**config.mk**
```make
export PLATFORM = sky130hd
export DESIGN_NAME = bist_lane_gen
export DESIGN_NICKNAME = d
export VERILOG_FILES = /design/src/rtl/bist_gen_pkg.sv /design/src/rtl/bist_prbs_lane.sv /design/src/rtl/bist_seq.sv /design/src/rtl/bist_lane_mux.sv /design/src/rtl/bist_lane_gen.sv
export SDC_FILE = /design/constraint.sdc
export NUM_CORES = 1
export LEC_CHECK = 0
export ABC_AREA = 1
export BUFFER_PORTS_ARGS = -buffer_cell sky130_fd_sc_hd__buf_2
export CORE_MARGIN = 4
export CORE_UTILIZATION = 53
export CTS_CLUSTER_DIAMETER = 80
export DETAILED_ROUTE_END_ITERATION = 10
export GPL_TIMING_DRIVEN = 0
export PLACE_DENSITY = 0.71
export RECOVER_POWER = 50
export SYNTH_ARGS = -nofsm -noshare
export SYNTH_HDL_FRONTEND = slang
export SYNTH_SLANG_ARGS = --single-unit
```
**constraint.sdc**
```tcl
create_clock -name clk_i -period 2.4 [get_ports clk_i]
set_clock_uncertainty 0.05 [all_clocks]
set_input_delay 0.48 -clock clk_i [delete_from_list [all_inputs] [get_ports clk_i]]
set_output_delay 0.48 -clock clk_i [all_outputs]
set_load 0.01 [all_outputs]
```
**src/rtl/bist_gen_pkg.sv**
```systemverilog
package bist_gen_pkg;

  typedef enum logic [2:0] {
    PH_GAP  = 3'd0,
    PH_SOF  = 3'd1,
    PH_PRE  = 3'd2,
    PH_DATA = 3'd3,
    PH_TERM = 3'd4
  } phase_t;

  typedef enum logic [1:0] {
    MD_FULL  = 2'b00,
    MD_SHORT = 2'b01,
    MD_JUMBO = 2'b10,
    MD_ALT   = 2'b11
  } mode_t;

  localparam logic [7:0] CODE_K   = 8'hBC;
  localparam logic [7:0] CODE_S   = 8'hFB;
  localparam logic [7:0] CODE_T   = 8'hFD;
  localparam logic [7:0] BYTE_PRE = 8'h55;
  localparam logic [7:0] BYTE_SFD = 8'hD5;

endpackage

```
**src/rtl/bist_prbs_lane.sv**
```systemverilog
module bist_prbs_lane #(
  parameter int          WIDTH = 23,
  parameter int          TAP   = 18,
  parameter int          BITS  = 8,
  parameter logic [22:0] SEED  = 23'h2A5F3C
) (
  input  logic            clk_i,
  input  logic            rst_ni,
  input  logic            load_i,
  input  logic            step_i,
  output logic [BITS-1:0] byte_o
);

  logic [WIDTH-1:0] state_q;
  logic [WIDTH-1:0] state_nxt;

  // unroll BITS serial shifts; first bit lands in the MSB
  always_comb begin
    logic [WIDTH-1:0] s;
    logic             fb;
    s      = state_q;
    byte_o = '0;
    for (int i = 0; i < BITS; i++) begin
      fb                = s[WIDTH-1] ^ s[TAP-1];
      byte_o[BITS-1-i]  = fb;
      s                 = {s[WIDTH-2:0], fb};
    end
    state_nxt = s;
  end

  always_ff @(posedge clk_i or negedge rst_ni) begin
    if (!rst_ni)      state_q <= SEED[WIDTH-1:0];
    else if (load_i)  state_q <= SEED[WIDTH-1:0];
    else if (step_i)  state_q <= state_nxt;
  end

endmodule

```
**src/rtl/bist_seq.sv**
```systemverilog
module bist_seq
  import bist_gen_pkg::*;
#(
  parameter int GAP_LEN   = 9,
  parameter int FULL_LEN  = 8388607,
  parameter int SHORT_LEN = 13458
) (
  input  logic       clk_i,
  input  logic       rst_ni,
  input  logic       en_i,
  input  logic [1:0] mode_i,
  output phase_t     phase_o
);

  localparam int MAX_A = (FULL_LEN > SHORT_LEN) ? FULL_LEN : SHORT_LEN;
  localparam int MAX_L = (MAX_A > GAP_LEN) ? MAX_A : GAP_LEN;
  localparam int CW    = $clog2(MAX_L + 1);

  localparam logic [CW-1:0] GAP_LAST   = CW'(GAP_LEN - 1);
  localparam logic [CW-1:0] FULL_LAST  = CW'(FULL_LEN - 1);
  localparam logic [CW-1:0] SHORT_LAST = CW'(SHORT_LEN - 1);

  phase_t        phase_q;
  mode_t         mode_q;
  logic [CW-1:0] cnt_q;
  logic [CW-1:0] pay_last;
  logic          jumbo;

  assign jumbo    = (mode_q == MD_JUMBO);
  assign pay_last = (mode_q == MD_SHORT || mode_q == MD_JUMBO) ? SHORT_LAST : FULL_LAST;
  assign phase_o  = phase_q;

  always_ff @(posedge clk_i or negedge rst_ni) begin
    if (!rst_ni) begin
      phase_q <= PH_GAP;
      cnt_q   <= '0;
      mode_q  <= MD_FULL;
    end else if (!en_i) begin
      phase_q <= PH_GAP;
      cnt_q   <= '0;
      mode_q  <= mode_t'(mode_i);
    end else begin
      unique case (phase_q)
        PH_GAP: begin
          if (cnt_q == GAP_LAST) begin
            cnt_q   <= '0;
            phase_q <= jumbo ? PH_SOF : PH_DATA;
          end else begin
            cnt_q <= cnt_q + 1'b1;
          end
        end
        PH_SOF: phase_q <= PH_PRE;
        PH_PRE: phase_q <= PH_DATA;
        PH_DATA: begin
          if (cnt_q == pay_last) begin
            cnt_q <= '0;
            if (jumbo) begin
              phase_q <= PH_TERM;
            end else begin
              phase_q <= PH_GAP;
              mode_q  <= mode_t'(mode_i);
            end
          end else begin
            cnt_q <= cnt_q + 1'b1;
          end
        end
        PH_TERM: begin
          phase_q <= PH_GAP;
          mode_q  <= mode_t'(mode_i);
        end
        default: begin
          phase_q <= PH_GAP;
          cnt_q   <= '0;
        end
      endcase
    end
  end

endmodule

```
**src/rtl/bist_lane_mux.sv**
```systemverilog
module bist_lane_mux
  import bist_gen_pkg::*;
#(
  parameter int LANE  = 0,
  parameter int LANES = 4
) (
  input  phase_t     phase_i,
  input  logic [7:0] prbs_i,
  output logic [7:0] data_o,
  output logic       ctrl_o
);

  localparam bit FIRST = (LANE == 0);
  localparam bit LAST  = (LANE == LANES - 1);

  always_comb begin
    data_o = CODE_K;
    ctrl_o = 1'b1;
    unique case (phase_i)
      PH_GAP: begin
        data_o = CODE_K;
        ctrl_o = 1'b1;
      end
      PH_SOF: begin
        data_o = FIRST ? CODE_S : BYTE_PRE;
        ctrl_o = FIRST;
      end
      PH_PRE: begin
        data_o = LAST ? BYTE_SFD : BYTE_PRE;
        ctrl_o = 1'b0;
      end
      PH_DATA: begin
        data_o = prbs_i;
        ctrl_o = 1'b0;
      end
      PH_TERM: begin
        data_o = FIRST ? CODE_T : CODE_K;
        ctrl_o = 1'b1;
      end
      default: begin
        data_o = CODE_K;
        ctrl_o = 1'b1;
      end
    endcase
  end

endmodule

```
**src/rtl/bist_lane_gen.sv**
```systemverilog
module bist_lane_gen
  import bist_gen_pkg::*;
#(
  parameter int          LANES     = 4,
  parameter int          GAP_LEN   = 9,
  parameter int          FULL_LEN  = 8388607,
  parameter int          SHORT_LEN = 13458,
  parameter logic [22:0] SEED      = 23'h2A5F3C
) (
  input  logic               clk_i,
  input  logic               rst_ni,
  input  logic               en_i,
  input  logic [1:0]         mode_i,
  output logic [8*LANES-1:0] data_o,
  output logic [LANES-1:0]   ctrl_o
);

  phase_t phase;
  logic   data_phase;
  logic   prbs_load;
  logic   prbs_step;

  bist_seq #(
    .GAP_LEN  (GAP_LEN),
    .FULL_LEN (FULL_LEN),
    .SHORT_LEN(SHORT_LEN)
  ) u_seq (
    .clk_i  (clk_i),
    .rst_ni (rst_ni),
    .en_i   (en_i),
    .mode_i (mode_i),
    .phase_o(phase)
  );

  assign data_phase = (phase == PH_DATA);
  assign prbs_load  = !data_phase;
  assign prbs_step  = data_phase && en_i;

  for (genvar l = 0; l < LANES; l++) begin : g_lane
    logic [7:0] prbs_byte;

    bist_prbs_lane #(
      .WIDTH(23),
      .TAP  (18),
      .BITS (8),
      .SEED (SEED)
    ) u_prbs (
      .clk_i (clk_i),
      .rst_ni(rst_ni),
      .load_i(prbs_load),
      .step_i(prbs_step),
      .byte_o(prbs_byte)
    );

    bist_lane_mux #(
      .LANE (l),
      .LANES(LANES)
    ) u_mux (
      .phase_i(phase),
      .prbs_i (prbs_byte),
      .data_o (data_o[8*l +: 8]),
      .ctrl_o (ctrl_o[l])
    );
  end

endmodule

```
* Yosys cells after proc, flatten, opt, wreduce, memory -nomap -nowiden
Index checks and enable logic that the tools add are counted.
** Operators by class
- $add $sub $neg :: 1
- Eq/ne operators :: 14
- Mux-type cells :: 29
- Bitwise gates (word level) :: 32
- Reductions and logical operators :: 9
** Operators by type and width (number)
- 2-to-1 mux 23 bit :: 12
- case mux 23 bit (3 select lines) :: 1
- case mux 8 bit (2 select lines) :: 2
- case mux 8 bit (4 select lines) :: 1
- XOR 1 bit :: 32
- case mux 8 bit (3 select lines) :: 1
- adder 23 x 1 -> 23 bit, second input constant :: 1
- equality test 23 bit :: 1
- equality test 23 x 4 -> 1 bit, second input constant :: 1
- 2-to-1 mux 3 bit :: 4
- case mux 3 bit (4 select lines) :: 1
- 2-to-1 mux 2 bit :: 4
- equality test 3 x 2 -> 1 bit, second input constant :: 2
- != test 3 x 2 -> 1 bit, second input constant :: 2
- OR reduction 3 bit :: 2
- case mux 2 bit (2 select lines) :: 1
- OR reduction 2 bit :: 2
- equality test 3 x 1 -> 1 bit, second input constant :: 1
- equality test 3 bit, second input constant :: 1
- logical NOT 3 bit :: 1
- != test 3 x 1 -> 1 bit, second input constant :: 1
- != test 3 bit, second input constant :: 1
- AND reduction 3 bit :: 1
- equality test 2 x 1 -> 1 bit, second input constant :: 1
- other kinds (7) :: 8
** Word-level totals
- Bits in registers :: 120
- Input bits :: 5
- Output and inout port bits :: 36
- Word-level logic and storage cells :: 92

* Logic depth before layout (Yosys ltp)
Gate-level depths: netlist of the first run.
- Word-level depth :: 7
- Depth in mapped cells :: 15
- Depth with buffers taken out :: 13

* By module
Synthesis of the first run repeated with hierarchy kept, for this count alone.
** Second synthesis, totals
- Cells, all modules :: 1045
- Area total of the unflattened synthesis :: 7233.2 µm²
** Modules (own cells, without submodules)
- bist_prbs_lane :: instances 4, cells each 125, area an instance 1046.0 µm², seq. area each 591.8 µm²
- bist_seq :: instances 1, cells each 435, area an instance 2513.7 µm², seq. area each 700.7 µm²
- bist_lane_mux at g_lane[1].u_mux ... :: instances 2, cells each 27, area an instance 136.4 µm², seq. area each 0.0 µm²
- bist_lane_mux at g_lane[3].u_mux :: instances 1, cells each 30, area an instance 120.1 µm², seq. area each 0.0 µm²
- bist_lane_mux at g_lane[0].u_mux :: instances 1, cells each 22, area an instance 118.9 µm², seq. area each 0.0 µm²
- bist_lane_gen :: instances 1, cells each 4, area an instance 23.8 µm², seq. area each 0.0 µm²

* Worst setup path before layout of the first run
Ideal clock, no wire load.
- Path type :: reg-to-reg
- Start point :: register u_seq.mode_q[0]
- End point :: register u_seq.cnt_q[6]
- Library setup time :: 117 ps
- Data arrival time :: 1835 ps
- Required time :: 2233 ps
- Setup slack :: 398 ps
- Stages on the path, launching flop included :: 15
- Period minus slack after synthesis :: 2002 ps
- Cell sequence :: dfrtp_1 inv_1 ha_1 buf_2 nand2_1 nand2_1 nor2_1 nand2_1 nor2_1 nand3_4 nand2_4 nand2_4 buf_6 nand2_1 nand2_1
** On the way
- Word-level cells in the longest chain between the ends :: 7
- Elaborated cells between the ends (all ways) :: 8
- Classes of those cells :: eq/ne (3); mux (4); reduce/logical (1)
** RTL lines
- start, declared :: line bist_seq.sv:24 : mode_t mode_q;
- start signal, assigned :: line bist_seq.sv:41 : mode_q <= mode_t'(mode_i);
- start signal, assigned :: line bist_seq.sv:61 : mode_q <= mode_t'(mode_i);
- start signal, assigned :: line bist_seq.sv:69 : mode_q <= mode_t'(mode_i);
- equality test 2 x 1 -> 1 bit or equality test 2 bit (tied branches) :: line bist_seq.sv:30 : assign pay_last = (mode_q == MD_SHORT || mode_q == MD_JUMBO) ? SHORT_LAST : FULL_LAST;
- logical OR 1 bit (*) :: line bist_seq.sv:30
- 2-to-1 mux 23 bit (*) :: line bist_seq.sv:30
- equality test 23 bit (*) :: line bist_seq.sv:55 : if (cnt_q == pay_last) begin
- 2-to-1 mux 23 bit (*) :: line bist_seq.sv:55
- case mux 23 bit (3 select lines) (*) :: line bist_seq.sv:43 : unique case (phase_q)
- 2-to-1 mux 23 bit (*) :: line bist_seq.sv:38 : end else if (!en_i) begin
- end signal, assigned :: line bist_seq.sv:49 : cnt_q <= cnt_q + 1'b1;
- end signal, assigned :: line bist_seq.sv:64 : cnt_q <= cnt_q + 1'b1;
- end, declared :: line bist_seq.sv:25 : logic [CW-1:0] cnt_q;
Every way passes the cells marked *; elsewhere a longest branch is shown, timed or not.
A chain may end at the register's enable or synchronous reset.

* Worst setup path in the final report of the first run
- Start point :: register u_seq.phase_q[1], in the netlist u_seq.phase_o[1]
- End point :: output data_o[24]
** On the way
- Word-level cells in the longest chain between the ends :: 2
- Elaborated cells between the ends (all ways) :: 4
- Classes of those cells :: eq/ne (3); mux (1)
** RTL lines
- start, declared :: line bist_seq.sv:23 : phase_t phase_q;
- start signal, assigned :: line bist_seq.sv:47 : phase_q <= jumbo ? PH_SOF : PH_DATA;
- equality test 3 x 2 -> 1 bit or equality test 3 x 1 -> 1 bit (tied branches) :: line bist_lane_mux.sv:19 : unique case (phase_i)
- case mux 8 bit (3 select lines) (*) :: line bist_lane_mux.sv:19
- end, declared :: line bist_lane_gen.sv:14 : output logic [8*LANES-1:0] data_o,
Marks and branches as above.

==> impl_metrics.py, run 1 <==
metrics = {
    "outcome": {
        "status": "finished, violations left",
        "violations": "max-capacitance violations, max-slew violations",
    },
    "floorplanning": {
        "dieWidth_um": 118,
        "die_area_mm2": 0.0139,
        "start_util_pct": 55.1,
        "core_mm2": 0.0116,
        "fp.dieH_um": 118,
        "ios": 41,
        "rows": 39,
    },
    "synth": {
        "ys_async_sr_fraction_pct": 100,
        "synth_seq_cells": 120,
        "synth_nets": 835,
        "synth_edf_count": 0,
        "synth_top_family_by_area": "simple AND/OR/NAND/NOR gates",
        "synth_top_area_cell": "dfrtp_1",
        "synth_cell_type_count": 30,
        "syn-cell-area_mm2": 0.00639,
        "synth_top_area_share_pct": 26.6,
        "synth_compound_area_share_pct": 10.6,
        "synth_fa_ha_area_share_pct": 0.587,
        "synth_cells": 827,
        "ys_warn_count": 0,
        "synth_simple_gate_area_share_pct": 24.6,
        "synthTopCellsByCount": "262 x nand2_1, 114 x inv_1, 68 x dfrtp_1, 68 x nor2_1, 52 x dfstp_2",
        "synth_xor_area_share_pct": 5.75,
        "syn_avg_cell_area_um2": 7.73,
        "synthTopCellsByArea": "dfrtp_1 27%, dfstp_2 21%, nand2_1 15%",
        "ys_seq_area_share_pct": 48.0,
        "synth_top_flop_cell": "dfrtp_1",
        "synthMuxAreaShare_pct": 0,
        "synth_most_common_cell": "nand2_1",
    },
    "critical_path": {
        "reg2reg_from": "u_seq.phase_o[1]$_DFFE_PN0P_",
        "reg2reg_depth": 8,
        "worst_setup_path_end_kind": "output port",
        "r2r_end": "g_lane[2].u_prbs.state_q[1]$_DFFE_PN0P_",
        "cp_data_arrival_time_ns": 1.83,
        "start_kind": "flip-flop",
        "startpoint": "u_seq.phase_o[1]$_DFFE_PN0P_",
        "cp_max_fo": 10,
        "crit_type": "reg -> out",
        "worstPathRequired_ns": 1.87,
        "critPathCapture": "data_o[24]",
        "ff2ff_setup_slack_ns": 0.12,
    },
    "timing": {
        "worst_hold_slack_ns": 0.244,
        "worst_slack_ns": 0.0412,
        "setup_tns_ns": 0,
        "setup_viol": 0,
        "slew-limit-headroom_pct": -2.35,
        "fin_crit_ns": 2.36,
        "rsz0062_at_grt": "true",
        "slew_viol_final": 61,
        "fin_crit_sh_pct": 98.3,
        "max_clock_freq_ghz": 0.424,
        "hold_viol_final": 0,
        "worst_pin_slew_ns": 1.54,
    },
    "grt": {
        "grt.total_usage_pct": 25.5,
        "grt_antenna_before_repair": 0,
        "gr-usage-met2_pct": 38.2,
        "grt_pass1_vias": 5472,
        "grt_start_max_net_pins": 62,
        "globalRouteMet1Util_pct": 36.9,
        "busiest_layer": "met2",
        "grt_pass1_wl_um": 28100,
        "use_met3_pct": 7.02,
        "overflow": 0,
    },
    "min_path": {
        "hp-start": "mode_i[0]",
        "hold_class": "in -> reg",
    },
    "drt": {
        "vias_per_cell": 5.44,
        "dr.pass1.iters": 7,
        "ant_nets": 0,
        "wl_um": 16900,
        "vias": 5697,
        "drt_iter0_drc": 552,
        "post_drt_wl_per_cell_um": 16.1,
        "post-route-drc-count": 0,
    },
    "clocking": {
        "cts_made_buffers": 17,
        "cts_tree": "done",
        "htree_num_levels": 4,
        "clkTransAtPathRegs_ns": 0.05,
        "insertion_delay_ns": 0.42,
        "cts.sinks": 120,
        "cts-root-buf": "clkbuf_16",
        "clockBufferDepth": 2,
    },
    "final_layout": {
        "layout-drive-gt1-share_pct": 19.2,
        "fin_cells": 1048,
        "layout.nets": 900,
        "area_delta_synth_final_pct": 16.8,
        "antennaDiodeCount": 0,
        "fillCellCount": 1023,
    },
    "pwr": {
        "power_density_mw_per_mm2": 962,
        "leakage_nw": 3.77,
        "irDropWorstVdd_v": 0.000618,
    },
    "placement": {
        "hpwl_um": 11600,
        "place_congestion": 0.958,
        "portBuffers": 40,
        "place_ws_ns": -0.0946,
        "dp_cells": 1011,
    },
    "run": {
        "drv_cap": 1,
    },
}
-- state kept, by name (all words and copies together), names as in the netlist --
signal / count
g_lane.u_prbs.state_q: 92
u_seq.cnt_q: 23
u_seq.phase_o: 3
u_seq.mode_q: 2
-- cells in the final DEF, fill, tap and decap left out, types with 10 or more instances in the layout --
master | Yosys | layout
dfstp_2 | 52 | 52
dfrtp_1 | 68 | 68
o22ai_1 | 17 | 17
inv_1 | 114 | 112
buf_2 | 20 | 56
clkbuf_1 | 15 | 18
clkbuf_16 | 0 | 18
xnor2_1 | 23 | 23
a22oi_1 | 38 | 38
buf_4 | 5 | 10
nand2_1 | 262 | 261
o21ai_0 | 35 | 35
nor2_1 | 68 | 65
nand3_1 | 39 | 38
xor2_1 | 19 | 19
a21oi_1 | 15 | 14
-- critical path: stages, from the launching register on --
cell,delay (ns)
dfrtp_1,0.42
nand2_1,0.13
nor2_2,0.14
buf_6,0.17
buf_6,0.18
nand3_1,0.15
nand2_1,0.09
buf_2,0.13
-- what timing repair did --
item | in CTS | in global routing
gates resized for setup | 9 | 14
buffers inserted | 0 | 4
endpoints found under the setup margin | 31 | 26
pin swaps | 0 | 1
hold endpoints to repair | 2 | 0
hold buffers | 1 | 0
-- metal layers --
layer / part of all wire (%) / vias to the layer above / wire [µm]
li1: - / 2725 / -
met4: 1.2 / 0 / 202
met5: 0 / - / 0
met3: 6.1 / 22 / 1030
met1: 47 / 2776 / 7950
met2: 46 / 174 / 7740
-- report_power, final --
group,total [mW],switching (mW),internal [mW]
clock network,2.40,0.936,1.46
logic,2.38,1.55,0.833
registers,2.40,0.138,2.26
total,7.18,2.62,4.56
-- cell type report --
cell class                      instances  area, µm²  share of cell area [%]
Timing Repair Buffer                   46        267                    3.57
Multi-Input combinational cell        545       2690                    36.1
Clock buffer                           23        499                    6.69
Clock inverter                          9       63.8                   0.855
Buffer                                 45        256                    3.44
Inverter                              117        439                    5.88
Sequential cell                       120       3070                    41.1
Tap cell                              143        179                    2.40
-- through the flow --
step / utilization [%] / power (mW) / instance area (µm²)
floorplan: - / 3.84 / 6390
global placement: 58.3 / 4.62 / 6770
detailed placement: 58.6 / 4.68 / 6810
CTS: 63.7 / 7.12 / 7400
global route: 64.3 / 7.60 / 7470
finish: 64.3 / 7.18 / 7470
-- worst min path at each step --
stage	end	slack [ns]	depth (start not counted)
finish	u_seq.mode_q[0]$_DFFE_PN0P_	0.24	3
global route	u_seq.mode_q[1]$_DFFE_PN0P_	0.25	3
CTS	u_seq.mode_q[0]$_DFFE_PN0P_	0.23	3
detailed placement	u_seq.mode_q[0]$_DFFE_PN0P_	0.41	2
global placement	u_seq.mode_q[0]$_DFFE_PN0P_	0.41	2
floorplan	g_lane[0].u_prbs.state_q[0]$_DFFE_PN0P_	0.13	0
-- cells by family after synthesis --
kind of cell	after synthesis
xor+xnor	42
simple gates	389
flops	120
compound gates	111
fa+ha+maj	3
buf+inv	162
(Power assumes the default switching activity.)
==> run 2: changes to the inputs <==
- RECOVER_POWER: 50 -> default
- SETUP_SLACK_MARGIN: default -> 0.3
==> impl_metrics.py, run 2 (synthesis gave the netlist of run 1 again) <==
metrics = {
    "floorplanning": {
        "rows": 39,
        "core_mm2": 0.0116,
        "die_area_mm2": 0.0139,
        "ios": 41,
        "fp.dieH_um": 118,
        "start_util_pct": 55.1,
        "dieWidth_um": 118,
    },
    "drt": {
        "drt_iter0_drc": 538,
        "ant_nets": 0,
        "vias_per_cell": 5.53,
        "post_drt_wl_per_cell_um": 17.0,
        "dr_wl_met3_um": 1450,
        "routed-wl-met2_um": 8650,
        "top_layer": "met4",
        "dr.pass1.iters": 5,
        "wl_met1_um": 8010,
        "post-route-drc-count": 0,
        "wl_um": 18400,
        "vias": 5968,
    },
    "critical_path": {
        "worst_path_most_repeated_cell": "nand2_1",
        "cp_data_arrival_time_ns": 2.50,
        "crit_slowest_cell": "dfrtp_1",
        "worst_setup_path_end_kind": "flip-flop",
        "start_kind": "flip-flop",
        "crit_chain": "ha_4, inv_8, buf_8, nand2_1, nand2_1, nor2_1, nand2_1, nor2_4, nand3_4, nand2_4, nand2_8, clkbuf_16, nand2_2, nand2_1",
        "crit_type": "reg -> reg",
        "cp_max_fo": 7,
        "cpPeakStageDelay_ns": 0.41,
        "worstPathRequired_ns": 2.66,
    },
    "final_layout": {
        "area_delta_synth_final_pct": 26.7,
        "fin_area_mm2": 0.00810,
        "largest-register": "g_lane.u_prbs.state_q",
        "layout_commonest_cell": "nand2_1",
        "layout_common_cells": "242 x nand2_1, 109 x inv_1, 64 x dfrtp_1",
        "fin_cells": 1079,
        "layout.nets": 931,
        "fillCellCount": 918,
        "largest_reg_flops": 92,
        "antennaDiodeCount": 0,
        "layout-drive-gt1-share_pct": 28.2,
    },
    "grt": {
        "grt_pass1_vias": 5699,
        "grt.total_usage_pct": 26.7,
        "grt_start_max_net_pins": 62,
        "grt_antenna_before_repair": 0,
        "overflow": 0,
        "grt_pass1_wl_um": 29400,
    },
    "placement": {
        "dp_cells": 1011,
        "portBuffers": 40,
        "place_congestion": 0.958,
        "place_ws_ns": -0.0946,
        "hpwl_um": 11600,
        "place_area_mm2": 0.00681,
    },
    "pwr": {
        "power_density_mw_per_mm2": 987,
        "leakage_nw": 4.04,
        "irDropWorstVdd_v": 0.000737,
    },
    "timing": {
        "slew_viol_final": 0,
        "rsz0062_at_grt": "true",
        "worst_hold_slack_ns": 0.241,
        "slew-limit-headroom_pct": 58.1,
        "setup_viol": 0,
        "max_clock_freq_ghz": 0.446,
        "setup_tns_ns": 0,
        "worst_slack_ns": 0.160,
        "hold_viol_final": 0,
        "fin_crit_ns": 2.24,
        "worst_pin_slew_ns": 0.629,
        "fin_crit_sh_pct": 93.3,
    },
    "clocking": {
        "cts_made_buffers": 17,
        "clkTransAtPathRegs_ns": 0.06,
        "cts_tree": "done",
        "htree_num_levels": 4,
        "cts-root-buf": "clkbuf_16",
        "cts.sinks": 120,
        "insertion_delay_ns": 0.42,
        "clockBufferDepth": 2,
    },
    "min_path": {
        "hold_class": "in -> reg",
    },
    "run": {
        "drv_cap": 0,
    },
    "outcome": {
        "status": "complete, no violations",
    },
}
run 2: path summary, 6_finish.rpt:
kind,endpoint,from,cells after the start,slack [ns]
max in group asynchronous,g_lane[1].u_prbs.state_q[11]$_DFFE_PN1P_,rst_ni,3,1.00
min in group asynchronous,g_lane[2].u_prbs.state_q[13]$_DFFE_PN0P_,rst_ni,2,0.56
setup / recovery,u_seq.cnt_q[18]$_DFFE_PN0P_,u_seq.mode_q[1]$_DFFE_PN0P_,14,0.16
setup reg to reg,u_seq.cnt_q[18]$_DFFE_PN0P_,u_seq.mode_q[1]$_DFFE_PN0P_,14,0.16
hold / removal,u_seq.mode_q[0]$_DFFE_PN0P_,mode_i[0],3,0.24
hold reg to reg,g_lane[2].u_prbs.state_q[8]$_DFFE_PN1P_,g_lane[2].u_prbs.state_q[8]$_DFFE_PN1P_,2,0.43
run 2: per-stage QoR:
step                utilization (%)  power, mW
finish                         69.8       8.00
global route                   69.8       8.40
CTS                            66.6       7.47
detailed placement             58.6       4.68
global placement               58.3       4.62
floorplan                         -       3.84
run 2: area by class of cell:
cell class / count / area, µm² / share of cell area, %
sequential: 120 / 3070 / 37.9
clock inverter: 9 / 63.8 / 0.788
multi-input combinational: 545 / 2960 / 36.5
timing repair buffer: 76 / 554 / 6.84
clock buffer: 23 / 499 / 6.16
timing repair inverter: 1 / 6.26 / 0.0772
inverter: 117 / 450 / 5.56
buffer: 45 / 317 / 3.91
tap: 143 / 179 / 2.21
run 2: critical path: cells and delay by family, from the launching register on:
family | cells | cell delay (ns)
flops | 1 | 0.41
buf+inv | 3 | 0.38
fa+ha+maj | 1 | 0.37
simple gates | 10 | 0.90
run 2: power breakdown:
| group | internal [mW] | switching [mW] |
|---|---|---|
| clock | 1.46 | 0.938 |
| combinational | 1.31 | 1.87 |
| sequential | 2.27 | 0.153 |
run 2: per-layer routing:
metal,global-route usage [%],vias up
met1,37.8,2923
met4,8.21,0
met5,0,-
li1,-,2794
met3,7.06,26
met2,40.4,225
run 2: repair_timing:
item / CTS / global route
gates resized for setup: 62 / 59
gates cloned: 0 / 4
buffers inserted: 15 / 16
endpoints found under the hold margin: 2 / 0
hold buffers: 1 / 0
pin swaps: 9 / 18
endpoints found under the setup margin: 87 / 90
